--- src/rtl/rsp_pkg.sv ---
package rsp_pkg;

  // Advance a bit position, wrapping at the byte width.
  function automatic int unsigned bit_step(int unsigned idx, int unsigned width);
    return (idx + 1 >= width) ? 0 : idx + 1;
  endfunction

  // The rising edge where the end-of-transfer decision is taken.
  function automatic bit is_penult(int unsigned idx, int unsigned width);
    return idx == width - 2;
  endfunction

  // The rising edge that samples the final bit of a byte.
  function automatic bit is_final(int unsigned idx, int unsigned width);
    return idx == width - 1;
  endfunction

endpackage

--- src/rtl/rsp_edge_sync.sv ---
module rsp_edge_sync #(
  parameter int unsigned STAGES = 2,
  parameter bit          INIT   = 1'b0
) (
  input  logic clk,
  input  logic rst_n,
  input  logic d,
  output logic level,
  output logic rise,
  output logic fall
);
  logic [STAGES-1:0] chain_q;
  logic              prev_q;

  always_ff @(posedge clk or negedge rst_n) begin
    if (!rst_n) begin
      chain_q <= {STAGES{INIT}};
      prev_q  <= INIT;
    end else begin
      chain_q <= {chain_q[STAGES-2:0], d};
      prev_q  <= chain_q[STAGES-1];
    end
  end

  assign level = chain_q[STAGES-1];
  assign rise  = level & ~prev_q;
  assign fall  = ~level & prev_q;
endmodule

--- src/rtl/rsp_shifter.sv ---
module rsp_shifter
  import rsp_pkg::*;
#(
  parameter int unsigned BYTE_W = 8
) (
  input  logic              clk,
  input  logic              rst_n,
  input  logic              cs_lvl,
  input  logic              cs_fall,
  input  logic              sclk_rise,
  input  logic              sclk_fall,
  input  logic              more,
  input  logic [BYTE_W-1:0] fifo_data,
  input  logic              fifo_empty,
  output logic              sdo_bit,
  output logic              penult_edge,
  output logic              load_pop
);
  localparam int unsigned IW = (BYTE_W > 2) ? $clog2(BYTE_W) : 1;

  logic [BYTE_W-1:0] sreg_q;
  logic [IW-1:0]     idx_q;
  logic              byte_done_q;
  logic              active;
  logic              refill;

  assign active      = ~cs_lvl;
  assign penult_edge = active & sclk_rise & is_penult(32'(idx_q), BYTE_W);
  assign refill      = active & sclk_fall & byte_done_q & more & ~fifo_empty;
  assign load_pop    = (active & cs_fall & ~fifo_empty) | refill;
  assign sdo_bit     = sreg_q[BYTE_W-1];

  always_ff @(posedge clk or negedge rst_n) begin
    if (!rst_n) begin
      sreg_q      <= '0;
      idx_q       <= '0;
      byte_done_q <= 1'b0;
    end else if (!active) begin
      idx_q       <= '0;
      byte_done_q <= 1'b0;
    end else if (cs_fall) begin
      sreg_q      <= fifo_empty ? '0 : fifo_data;
      idx_q       <= '0;
      byte_done_q <= 1'b0;
    end else if (sclk_rise) begin
      idx_q       <= IW'(bit_step(32'(idx_q), BYTE_W));
      byte_done_q <= is_final(32'(idx_q), BYTE_W);
    end else if (sclk_fall) begin
      byte_done_q <= 1'b0;
      if (byte_done_q) sreg_q <= refill ? fifo_data : '0;
      else             sreg_q <= {sreg_q[BYTE_W-2:0], 1'b0};
    end
  end

  // chip select high returns the bit position to the first bit
  p_idx_clear_r10: assert property (@(posedge clk) disable iff (!rst_n)
    cs_lvl |=> (idx_q == '0));

  // data moves only on a falling clock edge or a new chip select
  p_sdo_hold_r4: assert property (@(posedge clk) disable iff (!rst_n)
    (!cs_lvl && !cs_fall && !sclk_fall) |=> $stable(sdo_bit));
endmodule

--- src/rtl/rsp_irq_ctl.sv ---
module rsp_irq_ctl (
  input  logic clk,
  input  logic rst_n,
  input  logic cs_lvl,
  input  logic cs_rise,
  input  logic penult_edge,
  input  logic fifo_empty,
  output logic irq_n,
  output logic more,
  output logic draining,
  output logic drain_pop
);
  logic irq_q;
  logic ended_q;
  logic drain_q;

  always_ff @(posedge clk or negedge rst_n) begin
    if (!rst_n) begin
      irq_q   <= 1'b1;
      ended_q <= 1'b0;
      drain_q <= 1'b0;
    end else if (cs_rise) begin
      drain_q <= ~ended_q;
      ended_q <= 1'b0;
      irq_q   <= 1'b1;
    end else if (drain_q) begin
      irq_q <= 1'b1;
      if (fifo_empty) drain_q <= 1'b0;
    end else if (cs_lvl) begin
      irq_q <= fifo_empty;
    end else if (penult_edge) begin
      irq_q   <= fifo_empty;
      ended_q <= fifo_empty;
    end
  end

  assign irq_n     = irq_q;
  assign more      = ~ended_q;
  assign draining  = drain_q;
  assign drain_pop = drain_q & ~fifo_empty;

  // inside a transaction the line moves only at the decision edge
  p_irq_hold_r6: assert property (@(posedge clk) disable iff (!rst_n)
    (!cs_lvl && !drain_q && !penult_edge) |=> (irq_n == $past(irq_n)));

  // empty FIFO at the decision edge raises the line
  p_irq_end_r7: assert property (@(posedge clk) disable iff (!rst_n)
    (penult_edge && fifo_empty && !drain_q && !cs_lvl) |=> irq_n);

  // once the end is flagged the line stays high until chip select rises
  p_irq_sticky_r7: assert property (@(posedge clk) disable iff (!rst_n)
    (ended_q && !cs_lvl) |-> irq_n);

  // no request is raised while discarding
  p_drain_quiet_r9: assert property (@(posedge clk) disable iff (!rst_n)
    drain_q |-> irq_n);
endmodule

--- src/rtl/serial_ctl_read_port.sv ---
module serial_ctl_read_port #(
  parameter int unsigned BYTE_W      = 8,
  parameter int unsigned SYNC_STAGES = 2
) (
  input  logic              clk,
  input  logic              rst_n,
  input  logic              cs_n,
  input  logic              sclk,
  input  logic [BYTE_W-1:0] fifo_data,
  input  logic              fifo_empty,
  output logic              fifo_pop,
  output logic              sdo,
  output logic              sdo_oe,
  output logic              irq_n
);
  logic cs_lvl, cs_rise, cs_fall;
  logic sclk_lvl, sclk_rise, sclk_fall;
  logic penult_edge, load_pop, drain_pop, more, draining;

  rsp_edge_sync #(.STAGES(SYNC_STAGES), .INIT(1'b1)) u_cs_sync (
    .clk(clk), .rst_n(rst_n), .d(cs_n),
    .level(cs_lvl), .rise(cs_rise), .fall(cs_fall));

  rsp_edge_sync #(.STAGES(SYNC_STAGES), .INIT(1'b0)) u_sclk_sync (
    .clk(clk), .rst_n(rst_n), .d(sclk),
    .level(sclk_lvl), .rise(sclk_rise), .fall(sclk_fall));

  rsp_shifter #(.BYTE_W(BYTE_W)) u_shift (
    .clk(clk), .rst_n(rst_n), .cs_lvl(cs_lvl), .cs_fall(cs_fall),
    .sclk_rise(sclk_rise), .sclk_fall(sclk_fall), .more(more),
    .fifo_data(fifo_data), .fifo_empty(fifo_empty),
    .sdo_bit(sdo), .penult_edge(penult_edge), .load_pop(load_pop));

  rsp_irq_ctl u_irq (
    .clk(clk), .rst_n(rst_n), .cs_lvl(cs_lvl), .cs_rise(cs_rise),
    .penult_edge(penult_edge), .fifo_empty(fifo_empty),
    .irq_n(irq_n), .more(more), .draining(draining), .drain_pop(drain_pop));

  assign fifo_pop = load_pop | drain_pop;
  assign sdo_oe   = ~cs_lvl;

  // never consume from an empty FIFO
  p_pop_nonempty_r5: assert property (@(posedge clk) disable iff (!rst_n)
    fifo_pop |-> !fifo_empty);

  // loading and discarding never compete for the same head byte
  p_pop_excl_r9: assert property (@(posedge clk) disable iff (!rst_n)
    !(load_pop && drain_pop));

  // data is steady while the serial clock is high
  p_sdo_setup_r4: assert property (@(posedge clk) disable iff (!rst_n)
    (!cs_lvl && sclk_lvl) |-> $stable(sdo));

  // idle with chip select high, nothing is popped outside a discard
  p_idle_nopop_r2: assert property (@(posedge clk) disable iff (!rst_n)
    (cs_lvl && !draining) |-> !fifo_pop);
endmodule

--- config.mk ---
export PLATFORM = sky130hd
export DESIGN_NAME = serial_ctl_read_port
export DESIGN_NICKNAME = d
export VERILOG_FILES = /design/src/rtl/rsp_pkg.sv /design/src/rtl/rsp_edge_sync.sv /design/src/rtl/rsp_shifter.sv /design/src/rtl/rsp_irq_ctl.sv /design/src/rtl/serial_ctl_read_port.sv
export SDC_FILE = /design/constraint.sdc
export NUM_CORES = 1
export LEC_CHECK = 0
export CORE_MARGIN = 4
export CORE_UTILIZATION = 53
export DETAILED_ROUTE_END_ITERATION = 6
export PLACE_DENSITY_LB_ADDON = 0.3
export SYNTH_ARGS = -nofsm -noshare
export SYNTH_HDL_FRONTEND = slang
export SYNTH_SLANG_ARGS = --single-unit
--- constraint.sdc ---
create_clock -name clk -period 1.5 [get_ports clk]
set_input_delay 0.3 -clock clk [delete_from_list [all_inputs] [get_ports clk]]
set_output_delay 0.3 -clock clk [all_outputs]
set_load 0.02 [all_outputs]
==> flow_metrics.py <==
metrics = {
    "finish": {
        "layout_common_cells": "21 x buf_4, 16 x dfrtp_1, 12 x clkdlybuf4s50_1, 11 x nand2_1, 9 x nor2_1",
        "final_common_cell": "buf_4",
        "drive_gt1_frac": 0.450,
        "n_antenna_cell": 0,
        "design_area_um2": 1630,
        "area_delta_synth_final_pct": 34.0,
        "n_fill_cell": 155,
        "fin_nets": 168,
    },
    "sta": {
        "rsz0062_at_grt": "yes",
        "setup_ws_ns": -0.287,
        "finalMaxSlewViolations": 0,
        "fmax_ghz": 0.560,
        "clock_skew_ns": 0.00975,
        "worst_slew_pin_slew_ns": 0.333,
        "setup_violations": 8,
        "min_period_ns": 1.79,
        "finalHoldWorstSlack_ns": 0.315,
        "hold_violations": 0,
        "relSlewSlack": 0.778,
        "finalCritPeriodShare": 1.19,
        "tns_ns": -0.723,
    },
    "min_path": {
        "hold_path_class": "in -> async",
    },
    "power": {
        "vdd_drop_max_mv": 0.624,
        "leakage_nw": 0.765,
        "p_total_mw": 1.17,
        "power.density_nw_per_um2": 717,
    },
    "routing": {
        "first_iter_violations": 19,
        "via_count": 975,
        "wl_per_cell_um": 15.5,
        "drt_pass1_iterations": 4,
        "finalWirelength_um": 2750,
        "antenna_left": 0,
        "viasPerCell": 5.51,
        "route.detailed.drc": 0,
    },
    "critical_path": {
        "cp.buffers_inverters": 2,
        "reg2reg_depth": 9,
        "cp_top_family": "flip-flops",
        "reg2reg_from": "u_sclk_sync.chain_q[1]",
        "critPathCaptureType": "output pin",
        "crit_arrival_ns": 1.49,
        "startpoint_type": "register",
        "worstPathCellList": "inv_1, ha_2, nand3b_4, a21oi_2, nor2_1, nor2_2, buf_6",
        "cp.depth": 7,
        "critPathMaxFanout": 2,
        "crit_path_start": "u_sclk_sync.chain_q[1]",
        "required_ns": 1.20,
        "crit_type": "reg -> out",
        "cpMaxStageDelayCell": "dfrtp_1",
        "max_stage_delay_ns": 0.39,
    },
    "yosys": {
        "synthCells": 109,
        "synth_fp_nets": 127,
        "yosys_register_bits": 21,
        "synth_area_um2": 1210,
        "syn_area_per_cell_um2": 11.1,
        "ys_warn_count": 0,
        "ys_types": 33,
        "synth_edf_count": 0,
        "ys.flop_type": "dfrtp_1",
        "seq_area_frac_synth": 0.437,
        "async_flop_share": 1.00,
    },
    "floorplan": {
        "num_rows": 17,
        "die_w_um": 55.9,
        "dieArea_um2": 3120,
        "ios": 17,
        "design.core.area_um2": 2190,
        "initial_utilization": 0.554,
        "dieHeight_um": 55.9,
    },
    "cts": {
        "insertion_delay_ns": 0.31,
        "cts_buffers": 3,
        "cts_tree": "yes",
        "clock_sinks": 21,
        "cts.path.max_buffers": 2,
        "clkTransAtPathRegs_ns": 0.13,
        "htree_levels": 1,
        "root_buffer": "clkbuf_4",
        "postCtsHoldBufs": 0,
    },
    "placed_design": {
        "placed_cell_area_um2": 1520,
        "port_buffers": 16,
        "gp_congestion": 0.770,
        "hpwl_um": 1930,
    },
    "run_status": {
        "violations": "setup timing",
        "status": "finished, violations left",
    },
    "grt": {
        "grt_use_total": 0.196,
        "grt_first_pass_wirelength_um": 4860,
        "grt_max_degree": 22,
        "gr-total-overflow": 0,
        "antenna_found_initial": 0,
        "grt_pass1_vias": 1060,
    },
    "run": {
        "drv_cap": 0,
    },
}
-- cells by family (layout without fill, tap and decap cells) --
logic type | count (synthesis) | count (layout) | synth area share
flops | 21 | 21 | 0.437
simple gates | 43 | 43 | 0.222
fa+ha+maj | 5 | 5 | 0.0515
buf+inv | 12 | 52 | 0.0546
mux | 3 | 3 | 0.0289
compound gates | 24 | 24 | 0.199
xor+xnor | 1 | 1 | 0.00722
-- through the flow --
stage,worst slack [ns],cells,utilization
after CTS,-0.300,175,0.732
after floorplan,0.0649,109,-
after global routing,-0.366,177,0.742
after global placement,-0.421,168,0.694
final,-0.287,177,0.742
after detailed placement,-0.475,168,0.694
-- power by group --
part           total (mW)  leakage (nW)  internal [mW]  switching [mW]
Combinational       0.258         0.483          0.136           0.122
Clock               0.289        0.0150          0.104           0.185
Sequential          0.619         0.267          0.600          0.0190
-- synth_stat cells (2+ instances only) --
library cell | n | area, um^2
dfrtp_1 | 17 | 425
nand2_1 | 11 | 41.3
nor2_1 | 10 | 37.5
inv_1 | 7 | 26.3
a221oi_2 | 6 | 90.1
and2_4 | 6 | 52.6
o31ai_2 | 6 | 75.1
ha_1 | 5 | 62.6
dfstp_2 | 4 | 105
nor3_1 | 4 | 20.0
a21oi_1 | 3 | 15.0
nand3_1 | 3 | 15.0
a31oi_1 | 2 | 12.5
buf_2 | 2 | 10.0
buf_6 | 2 | 22.5
mux2i_1 | 2 | 20.0
nor2b_1 | 2 | 12.5
o21ai_0 | 2 | 10.0
-- worst paths after layout --
| check | to | slack, ns |
|---|---|---|
| min in group clk | u_sclk_sync.chain_q[1] | 0.37 |
| max in group asynchronous | u_cs_sync.chain_q[1] | 0.90 |
| worst max register to register | u_shift.sreg_q[7] | -0.14 |
| worst min register to register | u_sclk_sync.chain_q[1] | 0.37 |
| worst min-delay path | u_shift.sreg_q[5] | 0.31 |
| worst max-delay path | fifo_pop | -0.29 |
-- what timing repair did --
| action | CTS | global route |
|---|---|---|
| pin swaps | 3 | 7 |
| cloned | 0 | 0 |
| setup endpoints to repair | 10 | 11 |
| resized for setup | 23 | 6 |
| buffers inserted | 3 | 2 |
-- per-layer routing --
metal | global-route usage | vias to the layer above | wire length, um
met1 | 0.243 | 474 | 1170
met2 | 0.333 | 25 | 1380
met4 | 0.0881 | 0 | 74
met5 | 0 | - | 0
met3 | 0.0348 | 8 | 118
li1 | - | 468 | -
-- state kept, by name, indices dropped and copies added (netlist names), 2 cells and up --
signal               count
u_cs_sync.chain_q        2
u_sclk_sync.chain_q      2
u_shift.idx_q            3
u_shift.sreg_q           8
-- cell type report --
class / instances / area (um^2) / share of cell area
sequential: 21 / 532 / 0.327
tap: 28 / 35.0 / 0.0215
inverter: 7 / 26.3 / 0.0162
timing repair buffer: 41 / 359 / 0.221
multi-input combinational: 76 / 648 / 0.398
clock buffer: 4 / 26.3 / 0.0162
No activity file was read; power rests on OpenSTA's default activity.
